### config.mk
export PLATFORM = sky130hd
export DESIGN_NAME = dmac_regs
export DESIGN_NICKNAME = d
export VERILOG_FILES = /design/src/rtl/dmac_pkg.sv /design/src/rtl/dmac_addr_dec.sv /design/src/rtl/dmac_chan_regs.sv /design/src/rtl/dmac_irq_stat.sv /design/src/rtl/dmac_regs.sv
export SDC_FILE = /design/constraint.sdc
export NUM_CORES = 2
export LEC_CHECK = 0
export BUFFER_PORTS_ARGS = -buffer_cell sky130_fd_sc_hd__buf_4
export CAP_MARGIN = 20
export CORE_UTILIZATION = 57
export CTS_CLUSTER_DIAMETER = 40
export DETAILED_ROUTE_END_ITERATION = 10
export PLACE_DENSITY = 0.74
export SYNTH_ARGS = -nofsm -noshare
export SYNTH_HDL_FRONTEND = slang
export SYNTH_SLANG_ARGS = --single-unit
### constraint.sdc
create_clock -name clk -period 1.9 [get_ports clk]
set_input_delay 0.475 -clock clk [delete_from_list [all_inputs] [get_ports clk]]
set_output_delay 0.475 -clock clk [all_outputs]
set_load 0.02 [all_outputs]
### src/rtl/dmac_pkg.sv
package dmac_pkg;

  localparam int unsigned DW      = 32;
  localparam int unsigned AW      = 12;
  localparam int unsigned NSLOT   = 5;

  // channel slot order inside each 0x20 block
  localparam logic [2:0] SL_SRC  = 3'd0;
  localparam logic [2:0] SL_DST  = 3'd1;
  localparam logic [2:0] SL_NXT  = 3'd2;
  localparam logic [2:0] SL_CTL  = 3'd3;
  localparam logic [2:0] SL_CFG  = 3'd4;

  // global word indices
  localparam logic [3:0] GW_ANY     = 4'd0;
  localparam logic [3:0] GW_TCMSK   = 4'd1;
  localparam logic [3:0] GW_TCCLR   = 4'd2;
  localparam logic [3:0] GW_ERRMSK  = 4'd3;
  localparam logic [3:0] GW_ERRCLR  = 4'd4;
  localparam logic [3:0] GW_TCRAW   = 4'd5;
  localparam logic [3:0] GW_ERRRAW  = 4'd6;
  localparam logic [3:0] GW_ENSUM   = 4'd7;
  localparam logic [3:0] GW_GCFG    = 4'd12;
  localparam logic [3:0] GW_SYNC    = 4'd13;
  localparam logic [3:0] GW_LAST    = 4'd13;

  // configuration word bit positions
  localparam int unsigned CFGB_EN     = 0;
  localparam int unsigned CFGB_ERRMSK = 14;
  localparam int unsigned CFGB_TCMSK  = 15;

  typedef struct packed {
    logic       hit_chan;
    logic [2:0] ch;
    logic [2:0] slot;
    logic       hit_glob;
    logic [3:0] gword;
    logic       hit_id;
    logic [2:0] idx;
    logic       bad;
  } dec_t;

  function automatic logic [7:0] id_byte(input logic [2:0] i, input int unsigned nch);
    case (i)
      3'd0:    return (nch == 8) ? 8'h80 : 8'h81;
      3'd1:    return 8'h10;
      3'd2:    return 8'h04;
      3'd3:    return 8'h0A;
      3'd4:    return 8'h0D;
      3'd5:    return 8'hF0;
      3'd6:    return 8'h05;
      default: return 8'hB1;
    endcase
  endfunction

endpackage

### src/rtl/dmac_addr_dec.sv
module dmac_addr_dec
  import dmac_pkg::*;
#(
  parameter int unsigned NUM_CH = 8
) (
  input  logic [AW-1:0] addr,
  output dec_t          dec
);

  always_comb begin
    dec          = '0;
    dec.ch       = addr[7:5];
    dec.slot     = addr[4:2];
    dec.gword    = addr[5:2];
    dec.idx      = addr[4:2];
    if (addr[11:8] == 4'h1) begin
      if ((int'(addr[7:5]) >= int'(NUM_CH)) || (addr[4:2] > SL_CFG)) begin
        dec.bad = 1'b1;
      end else begin
        dec.hit_chan = 1'b1;
      end
    end else if (addr[11:5] == 7'h7F) begin
      dec.hit_id = 1'b1;
    end else if (addr[11:6] == 6'd0) begin
      if (addr[5:2] > GW_LAST) begin
        dec.bad = 1'b1;
      end else begin
        dec.hit_glob = 1'b1;
      end
    end else begin
      dec.bad = 1'b1;
    end
  end

endmodule

### src/rtl/dmac_chan_regs.sv
module dmac_chan_regs
  import dmac_pkg::*;
#(
  parameter int unsigned NUM_CH = 8
) (
  input  logic                                clk,
  input  logic                                rst_n,
  input  logic                                wr_en,
  input  logic [2:0]                          ch,
  input  logic [2:0]                          slot,
  input  logic [DW-1:0]                       wdata,
  output logic [NUM_CH-1:0][NSLOT-1:0][DW-1:0] regs_q,
  output logic [NUM_CH-1:0]                   en_vec,
  output logic [NUM_CH-1:0]                   tc_mask,
  output logic [NUM_CH-1:0]                   err_mask
);

  logic [NUM_CH-1:0][NSLOT-1:0][DW-1:0] regs_d;

  for (genvar g = 0; g < NUM_CH; g++) begin : g_ch
    logic sel_ch;
    assign sel_ch = wr_en && (ch == 3'(g));

    always_comb begin
      for (int s = 0; s < NSLOT; s++) begin
        regs_d[g][s] = (sel_ch && (slot == 3'(s))) ? wdata : regs_q[g][s];
      end
    end

    always_ff @(posedge clk or negedge rst_n) begin
      if (!rst_n) begin
        regs_q[g] <= '0;
      end else if (sel_ch) begin
        regs_q[g] <= regs_d[g];
      end
    end

    assign en_vec[g]   = regs_q[g][SL_CFG][CFGB_EN];
    assign tc_mask[g]  = regs_q[g][SL_CFG][CFGB_TCMSK];
    assign err_mask[g] = regs_q[g][SL_CFG][CFGB_ERRMSK];
  end

endmodule

### src/rtl/dmac_irq_stat.sv
module dmac_irq_stat #(
  parameter int unsigned NUM_CH = 8
) (
  input  logic              clk,
  input  logic              rst_n,
  input  logic [NUM_CH-1:0] tc_set,
  input  logic [NUM_CH-1:0] err_set,
  input  logic              tc_clr_we,
  input  logic              err_clr_we,
  input  logic [NUM_CH-1:0] clr_bits,
  input  logic [NUM_CH-1:0] tc_mask,
  input  logic [NUM_CH-1:0] err_mask,
  output logic [NUM_CH-1:0] tc_raw,
  output logic [NUM_CH-1:0] err_raw,
  output logic [NUM_CH-1:0] tc_msk,
  output logic [NUM_CH-1:0] err_msk,
  output logic              irq
);

  logic [NUM_CH-1:0] tc_d, err_d;
  logic [NUM_CH-1:0] tc_kill, err_kill;

  always_comb begin
    tc_kill  = tc_clr_we  ? clr_bits : '0;
    err_kill = err_clr_we ? clr_bits : '0;
    // set pulses are applied after the clear, so they win
    tc_d     = (tc_raw  & ~tc_kill)  | tc_set;
    err_d    = (err_raw & ~err_kill) | err_set;
  end

  always_ff @(posedge clk or negedge rst_n) begin
    if (!rst_n) begin
      tc_raw  <= '0;
      err_raw <= '0;
    end else begin
      tc_raw  <= tc_d;
      err_raw <= err_d;
    end
  end

  assign tc_msk  = tc_raw & tc_mask;
  assign err_msk = err_raw & err_mask;
  assign irq     = |{tc_msk, err_msk};

  AST_SET_PRIORITY_TC: assert property (@(posedge clk) disable iff (!rst_n)
    (|tc_set) |=> ((tc_raw & $past(tc_set)) == $past(tc_set)));
  AST_SET_PRIORITY_ERR: assert property (@(posedge clk) disable iff (!rst_n)
    (|err_set) |=> ((err_raw & $past(err_set)) == $past(err_set)));
  AST_CLEAR_DROPS_TC: assert property (@(posedge clk) disable iff (!rst_n)
    tc_clr_we |=> ((tc_raw & $past(clr_bits & ~tc_set)) == '0));
  AST_CLEAR_DROPS_ERR: assert property (@(posedge clk) disable iff (!rst_n)
    err_clr_we |=> ((err_raw & $past(clr_bits & ~err_set)) == '0));
  AST_NO_SPONTANEOUS_FLAG: assert property (@(posedge clk) disable iff (!rst_n)
    1'b1 |=> (((tc_raw & ~$past(tc_raw) & ~$past(tc_set)) == '0) &&
              ((err_raw & ~$past(err_raw) & ~$past(err_set)) == '0)));

endmodule

### src/rtl/dmac_regs.sv
module dmac_regs
  import dmac_pkg::*;
#(
  parameter int unsigned NUM_CH = 8
) (
  input  logic              clk,
  input  logic              rst_n,
  input  logic              bus_sel,
  input  logic              bus_wr,
  input  logic [11:0]       bus_addr,
  input  logic [31:0]       bus_wdata,
  output logic [31:0]       bus_rdata,
  output logic              bus_err,
  input  logic [NUM_CH-1:0] tc_set_i,
  input  logic [NUM_CH-1:0] err_set_i,
  output logic              irq_o
);

  dec_t dec;
  logic wr_ok, rd_en, chan_we, tc_clr_we, err_clr_we, gcfg_we, sync_we;
  logic [NUM_CH-1:0][NSLOT-1:0][DW-1:0] chan_q;
  logic [NUM_CH-1:0] en_vec, tc_mask, err_mask;
  logic [NUM_CH-1:0] tc_raw, err_raw, tc_msk, err_msk;
  logic [DW-1:0] gcfg_q, gcfg_d, sync_q, sync_d, rd_d, rdata_q, chan_rd;
  logic err_d, err_q;

  dmac_addr_dec #(.NUM_CH(NUM_CH)) u_dec (
    .addr (bus_addr),
    .dec  (dec)
  );

  assign wr_ok      = bus_sel && bus_wr && !dec.bad;
  assign rd_en      = bus_sel && !bus_wr;
  assign chan_we    = wr_ok && dec.hit_chan;
  assign tc_clr_we  = wr_ok && dec.hit_glob && (dec.gword == GW_TCCLR);
  assign err_clr_we = wr_ok && dec.hit_glob && (dec.gword == GW_ERRCLR);
  assign gcfg_we    = wr_ok && dec.hit_glob && (dec.gword == GW_GCFG);
  assign sync_we    = wr_ok && dec.hit_glob && (dec.gword == GW_SYNC);

  dmac_chan_regs #(.NUM_CH(NUM_CH)) u_chan (
    .clk      (clk),
    .rst_n    (rst_n),
    .wr_en    (chan_we),
    .ch       (dec.ch),
    .slot     (dec.slot),
    .wdata    (bus_wdata),
    .regs_q   (chan_q),
    .en_vec   (en_vec),
    .tc_mask  (tc_mask),
    .err_mask (err_mask)
  );

  dmac_irq_stat #(.NUM_CH(NUM_CH)) u_stat (
    .clk        (clk),
    .rst_n      (rst_n),
    .tc_set     (tc_set_i),
    .err_set    (err_set_i),
    .tc_clr_we  (tc_clr_we),
    .err_clr_we (err_clr_we),
    .clr_bits   (bus_wdata[NUM_CH-1:0]),
    .tc_mask    (tc_mask),
    .err_mask   (err_mask),
    .tc_raw     (tc_raw),
    .err_raw    (err_raw),
    .tc_msk     (tc_msk),
    .err_msk    (err_msk),
    .irq        (irq_o)
  );

  // global registers: next state
  always_comb begin
    gcfg_d = gcfg_we ? bus_wdata : gcfg_q;
    sync_d = sync_we ? bus_wdata : sync_q;
  end

  // channel read selection without an out-of-range index
  always_comb begin
    chan_rd = '0;
    for (int c = 0; c < NUM_CH; c++) begin
      for (int s = 0; s < NSLOT; s++) begin
        if ((dec.ch == 3'(c)) && (dec.slot == 3'(s))) begin
          chan_rd = chan_q[c][s];
        end
      end
    end
  end

  always_comb begin
    rd_d = '0;
    if (dec.hit_chan) begin
      rd_d = chan_rd;
    end else if (dec.hit_id) begin
      rd_d = {24'd0, id_byte(dec.idx, NUM_CH)};
    end else if (dec.hit_glob) begin
      case (dec.gword)
        GW_ANY:    rd_d = 32'(tc_msk | err_msk);
        GW_TCMSK:  rd_d = 32'(tc_msk);
        GW_ERRMSK: rd_d = 32'(err_msk);
        GW_TCRAW:  rd_d = 32'(tc_raw);
        GW_ERRRAW: rd_d = 32'(err_raw);
        GW_ENSUM:  rd_d = 32'(en_vec);
        GW_GCFG:   rd_d = gcfg_q;
        GW_SYNC:   rd_d = sync_q;
        default:   rd_d = '0;
      endcase
    end
    err_d = bus_sel && dec.bad;
  end

  always_ff @(posedge clk or negedge rst_n) begin
    if (!rst_n) begin
      gcfg_q  <= '0;
      sync_q  <= '0;
      rdata_q <= '0;
      err_q   <= 1'b0;
    end else begin
      if (gcfg_we) gcfg_q  <= gcfg_d;
      if (sync_we) sync_q  <= sync_d;
      if (rd_en)   rdata_q <= rd_d;
      err_q <= err_d;
    end
  end

  assign bus_rdata = rdata_q;
  assign bus_err   = err_q;

  AST_ERR_FOLLOWS_ACCESS: assert property (@(posedge clk) disable iff (!rst_n)
    bus_err |-> $past(bus_sel));
  AST_RDATA_HOLDS: assert property (@(posedge clk) disable iff (!rst_n)
    !(bus_sel && !bus_wr) |=> $stable(bus_rdata));
  AST_IRQ_QUIET_UNMASKED: assert property (@(posedge clk) disable iff (!rst_n)
    ((tc_mask == '0) && (err_mask == '0)) |-> !irq_o);
  AST_BAD_WRITE_NO_CLEAR: assert property (@(posedge clk) disable iff (!rst_n)
    (bus_sel && bus_wr && dec.bad && (tc_set_i == '0)) |=> (tc_raw == $past(tc_raw)));

endmodule

# Word level (Yosys, flattened, before mapping)
# Index checks and enable logic that the tools add are counted.
[word_totals]
input_bits = 64
wordCells = 286
ff_bits = 1393
out_inout_bits = 34
[op_classes]
eq_ne = 24
reduce_logical = 145
n_bitwise = 9
n_lt_le_gt_ge = 2
muxes = 60
[ops]
columns = ["operator", "n"]
rows = [
  ["2-to-1 mux 32 bit", 43],
  ["case mux 32 bit (8 select lines)", 1],
  ["logical AND 1 bit", 98],
  ["AND reduction 2 bit", 40],
  ["case mux 8 bit (7 select lines)", 1],
  ["bitwise AND 8 bit", 4],
  ["OR 8 bit", 3],
  ["== test 3 bit (second input constant)", 7],
  ["== test 4 x 3 -> 1 bit (second input constant)", 4],
  ["2-to-1 mux 8 bit", 2],
  ["inverter 8 bit", 2],
  ["OR reduction 16 bit", 1],
  ["2-to-1 mux 1 bit", 13],
  ["== test 3 x 2 -> 1 bit (second input constant)", 4],
  ["== test 4 x 1 -> 1 bit (second input constant)", 2],
  ["== test 4 x 2 -> 1 bit (second input constant)", 2],
  ["== test 4 bit (second input constant)", 2],
  ["== test 7 bit (second input constant)", 1],
  ["== test 3 x 1 -> 1 bit (second input constant)", 2],
  ["zero test 3 bit", 2],
  ["zero test 6 bit", 1],
  ["greater-than comparator 4 bit (second input constant)", 1],
  ["zero test 4 bit", 1],
  ["greater-than comparator 3 bit (second input constant)", 1],
  ["zero test 1 bit", 2],
]

# Logic depth before layout (Yosys ltp)
[logic_depth]
word_depth = 43
mapped_depth = 13
mapped_depth_nobuf = 8

# By module
# A second synthesis with hierarchy kept.
[unflattened]
cells_unflattened = 5072
area_unflattened_um2 = 64320.4
[by_module_without_submodules]
columns = ["mod", "cells_each", "seq_area_each_um2", "instances", "area_each_um2"]
rows = [
  ["dmac_chan_regs", 2893, 32030.7, 1, 48525.3],
  ["dmac_regs", 2085, 2427.3, 1, 14903.0],
  ["dmac_irq_stat", 71, 400.4, 1, 732.0],
  ["dmac_addr_dec", 23, 0.0, 1, 160.2],
]

# Least setup slack after synthesis
# OpenSTA, ideal clock, no wires.
[synth_path]
kind = "input to register"
start = "input bus_addr[2]"
end = "register u_chan.regs_q[641] in the netlist's numbering"
t_required_ns = 1.775
setup_time_ns = 0.125
t_arrival_ns = 2.363
n_path_buf = 5
setup_slack_ns = -0.588
cell_stages = 10
cell_sequence = "buf_4 -> o21ai_2 -> and3_1 -> clkbuf_1 -> nand3_1 -> buf_2 -> buf_2 -> nor2_1 -> buf_2 -> mux2_2"
[synth_between]
elab_chain_cells = 11
word_cells_on_any_way = 16
cone_classes = "2 x order compare; 7 x mux; 7 x reduce/logical"
[synth_rtl]
columns = ["item", "line_no", "source"]
rows = [
  ["start: declaration", "dmac_regs.sv:10", "input logic [11:0] bus_addr,"],
  ["greater-than comparator 4 bit", "dmac_addr_dec.sv:25", "if (addr[5:2] > GW_LAST) begin"],
  ["2-to-1 mux 1 bit", "dmac_addr_dec.sv:25", ""],
  ["2-to-1 mux 1 bit", "dmac_addr_dec.sv:24", "end else if (addr[11:6] == 6'd0) begin"],
  ["2-to-1 mux 1 bit", "dmac_addr_dec.sv:22", "end else if (addr[11:5] == 7'h7F) begin"],
  ["2-to-1 mux 1 bit", "dmac_addr_dec.sv:16", "if (addr[11:8] == 4'h1) begin"],
  ["zero test 1 bit", "dmac_regs.sv:32", "assign wr_ok = bus_sel && bus_wr && !dec.bad;"],
  ["logical AND 1 bit", "dmac_regs.sv:32", ""],
  ["logical AND 1 bit", "dmac_regs.sv:34", "assign chan_we = wr_ok && dec.hit_chan;"],
  ["logical AND 1 bit", "dmac_chan_regs.sv:22", "assign sel_ch = wr_en && (ch == 3'(g));"],
  ["logical AND 1 bit", "dmac_chan_regs.sv:26", "regs_d[g][s] = (sel_ch && (slot == 3'(s))) ? wdata : regs_q[g][s];"],
  ["AND reduction 2 bit (no source line) (*)", "n/a", ""],
  ["end signal: indexed assignment", "dmac_chan_regs.sv:34", "regs_q[g] <= regs_d[g];"],
  ["end: declaration", "dmac_chan_regs.sv:12", "output logic [NUM_CH-1:0][NSLOT-1:0][DW-1:0] regs_q,"],
]
# Mark *: on every way between the ends. The rest lies on a longest branch, timed or not.
# A chain may end at the register's enable or synchronous reset.

# Final worst setup path
[layout_path]
start = "input bus_addr[5]"
end = "register rdata_q[18] (netlist: bus_rdata[18])"
[layout_between]
elab_chain_cells = 43
word_cells_on_any_way = 108
cone_classes = "1 x order compare; 15 x eq/ne; 50 x mux; 42 x reduce/logical"
[layout_rtl]
columns = ["item", "line_no", "source"]
rows = [
  ["zero test 3 bit", "dmac_regs.sv:81", "if ((dec.ch == 3'(c)) && (dec.slot == 3'(s))) begin"],
  ["logical AND 1 bit", "dmac_regs.sv:81", ""],
  ["2-to-1 mux 32 bit (40 in series)", "dmac_regs.sv:81", ""],
  ["2-to-1 mux 32 bit (*)", "dmac_regs.sv:90", "if (dec.hit_chan) begin"],
  ["end signal: assignment", "dmac_regs.sv:119", "if (rd_en) rdata_q <= rd_d;"],
  ["end: declaration", "dmac_regs.sv:24", "logic [DW-1:0] gcfg_q, gcfg_d, sync_q, sync_d, rd_d, rdata_q, chan_rd;"],
]
# Marks and branches as above.

==> results.py <==
metrics = {
    "detailed_routing": {
        "ant_nets": 0,
        "wirelength_um": 315000,
        "viasPerCell": 7.22,
        "detail_route.first_pass.iterations": 9,
        "drt_iter0_drc": 8197,
        "vias": 57600,
        "wl_per_cell_um": 39.6,
        "drc": 0,
    },
    "yosys": {
        "yosys.area_share.simple_pct": 6.16,
        "synth-adder-area-share_pct": 0,
        "async_reset_ff_share_pct": 100,
        "synth_xor_area_share_pct": 0.0254,
        "ys.flop_type": "dfrtp_1",
        "yosys_warnings": 0,
        "synth_compound_area_share_pct": 11.5,
        "ys_seq_area_share_pct": 54.5,
        "synth.area.mux_share_pct": 24.2,
        "synth_fp_nets": 5130,
        "synth-edff-count": 0,
        "yosys_register_bits": 1393,
        "synthesis.instances": 5066,
        "syn-cell-area_mm2": 0.0640,
        "synth_cell_types": 102,
        "synth_top_family_by_area": "multiplexers",
        "synth_area_per_cell_um2": 12.6,
    },
    "clock_network": {
        "path_clk_slew_ns": 0.06,
        "cts_max_level": 4,
        "cts.path.max_buffers": 3,
        "cts_sinks": 1393,
        "cts_made_buffers": 183,
        "cts_root_buffer": "clkbuf_16",
        "insertion_delay_ns": 0.86,
        "cts_tree": "built",
    },
    "floorplanning": {
        "start_util_pct": 57.6,
        "die_x_um": 337,
        "die_y_um": 337,
        "core_area_mm2": 0.111,
        "die_area_mm2": 0.114,
        "num_io_pins": 98,
        "rows": 122,
    },
    "final_layout": {
        "final_cell_mix": "1386 x dfrtp_1, 1062 x buf_4, 691 x mux2_2",
        "syn2layout_area_growth_pct": 43.4,
        "layout-drive-gt1-share_pct": 57.1,
        "final_util_pct": 82.6,
        "fin_nets": 6382,
        "layout_commonest_cell": "dfrtp_1",
        "fin_area_mm2": 0.0917,
    },
    "power_and_ir_drop": {
        "p_per_area_mw_per_mm2": 804,
        "max-vdd-ir-drop_uv": 942,
        "power.leakage_nw": 44.0,
    },
    "critical_path": {
        "start_kind": "primary input",
        "cp.arrival_ns": 3.87,
        "crit_fanout": 6,
        "crit_path_end_kind": "flip-flop",
        "path_class": "primary input to flip-flop",
        "required_ns": 2.61,
    },
    "global_route": {
        "grt_max_degree": 105,
        "track_usage_pct": 53.3,
        "antenna_found_initial": 15,
        "overflow": 0,
        "grt_pass1_wl_um": 425000,
        "grt_pass1_vias": 56200,
    },
    "place": {
        "pre_cts_ws_ns": -2.99,
        "dp_hpwl_um": 203000,
        "portBuffers": 95,
        "gp_congestion": 1.06,
        "dpl_cell_area_mm2": 0.0785,
    },
    "run_status": {
        "run_status": "finished with violations",
        "failed_checks": "setup timing",
    },
    "sta": {
        "relSlewSlack_pct": 34.5,
        "skew_ns": 0.0377,
        "tightest_slew_ns": 0.983,
        "slew_viol_final": 0,
        "rsz0062_at_grt": "yes",
        "holdWs_ns": 0.0644,
        "finalCritPeriodShare_pct": 166,
        "min_period_ns": 3.16,
        "setup-violations-final": 1373,
        "fmax_mhz": 316,
        "setup_ws_ns": -1.26,
        "hold_viol_final": 0,
    },
    "worst_hold_path": {
        "hp-class": "primary input to flip-flop",
    },
    "run": {
        "drv_cap": 0,
    },
}
[cells in the mapped netlist, drive strengths merged, types with 13 or more instances]
cell | instances | area [um^2]
a31oi | 22 | 138
a221oi | 61 | 541
a22oi | 169 | 1270
a222oi | 28 | 280
nor2 | 223 | 967
nand2 | 196 | 748
nor3 | 68 | 380
nand3 | 74 | 370
o21ai | 184 | 925
mux2i | 17 | 170
mux2 | 1352 | 15200
a211oi | 34 | 260
and3 | 37 | 236
dfrtp | 1393 | 34900
a2111oi | 19 | 198
o221ai | 48 | 420
nand4 | 33 | 206
o22ai | 154 | 963
a21oi | 183 | 927
a22o | 26 | 228
o211ai | 28 | 220
a21o | 25 | 188
clkbuf | 155 | 583
nor2b | 19 | 119
buf | 305 | 1700
nor4 | 27 | 190
nand2b | 13 | 83.8
[per-layer routing]
| metal | global-route usage (%) | vias to the layer above | wire (um) |
|---|---|---|---|
| li1 | - | 21500 | - |
| met1 | 70.5 | 29200 | 113000 |
| met2 | 72.1 | 5303 | 125000 |
| met3 | 22.1 | 1567 | 50600 |
| met4 | 33.8 | 6 | 26600 |
| met5 | 0 | - | 142 |
[logic make-up (layout without fill, tap and decap cells)]
group	after synthesis	in the layout
AO/OA/AOI/OAI	1070	1070
XOR/XNOR	1	1
buffers and inverters	472	1876
flip-flops	1393	1393
multiplexers	1372	1372
other	0	11
AND/OR/NAND/NOR	758	758
[final timing paths]
kind	from	end	slack (ns)	depth (start not counted)
max	bus_addr[5]	bus_rdata[18]$_DFFE_PN0P_	-1.26	13
min	bus_wdata[0]	u_stat.tc_raw[0]$_DFF_PN0_	0.06	3
max reg2reg	u_chan.regs_q[178]$_DFFE_PN0P_	bus_rdata[18]$_DFFE_PN0P_	-1.15	6
min reg2reg	u_chan.regs_q[1124]$_DFFE_PN0P_	u_chan.regs_q[1124]$_DFFE_PN0P_	0.50	1
max in group asynchronous	rst_n	u_chan.regs_q[22]$_DFFE_PN0P_	0.72	4
min in group asynchronous	rst_n	u_chan.regs_q[260]$_DFFE_PN0P_	0.19	2
[registers in the layout, indices dropped and copies added (netlist names)]
register and cells:
bus_err 1, u_chan.en_vec 8, bus_rdata 32, u_chan.err_mask 8, gcfg_q 32, sync_q 32, u_stat.err_raw 8, u_stat.tc_raw 8
u_chan.regs_q 1264
[stage by stage]
step / power (W) / cells / setup TNS (ns)
after global routing: 0.0748 / 7958 / -208.12
after CTS: 0.0728 / 7847 / -40.71
after detailed placement: 0.0357 / 7405 / -1357.57
after global placement: 0.0357 / 7403 / -1328.68
after floorplan: 0.0321 / 5066 / -473.23
final: 0.0738 / 7969 / -190.10
[area by class of cell]
cell class / instances / area (um^2)
clock inverters: 111 / 1510
clock buffers: 226 / 5010
repair buffers: 1527 / 15600
fillers: 5664 / 19300
diodes: 11 / 27.5
inverters: 12 / 48.8
multi-input cells: 3201 / 32700
well taps: 1488 / 1860
flip-flops and latches: 1393 / 34900
[critical path, stage by stage]
cell	delay (ns)
buf_16	0.12
buf_8	0.14
buf_6	0.11
or4b_4	0.23
buf_6	0.11
nor2_8	0.06
buf_12	0.13
a222oi_1	0.51
nand4_1	0.77
a21oi_4	0.49
nor4_4	0.14
nor3_4	0.44
a21oi_1	0.12
[report_power, final]
part	switching [W]	leakage (nW)	internal, W
logic	0.00403	21.5	0.00219
registers	0.000234	19.3	0.0299
clock network	0.0148	3.19	0.0226
[repair_timing]
item | 4_1_cts | 5_1_grt
hold buffers | 18 | 0
pin swaps | 188 | 172
buffers inserted | 118 | 113
hold endpoints to repair | 416 | 0
setup endpoints to repair | 1343 | 1261
gates resized for setup | 637 | 355
cloned | 4 | 26
No activity file was read; power rests on OpenSTA's default activity.
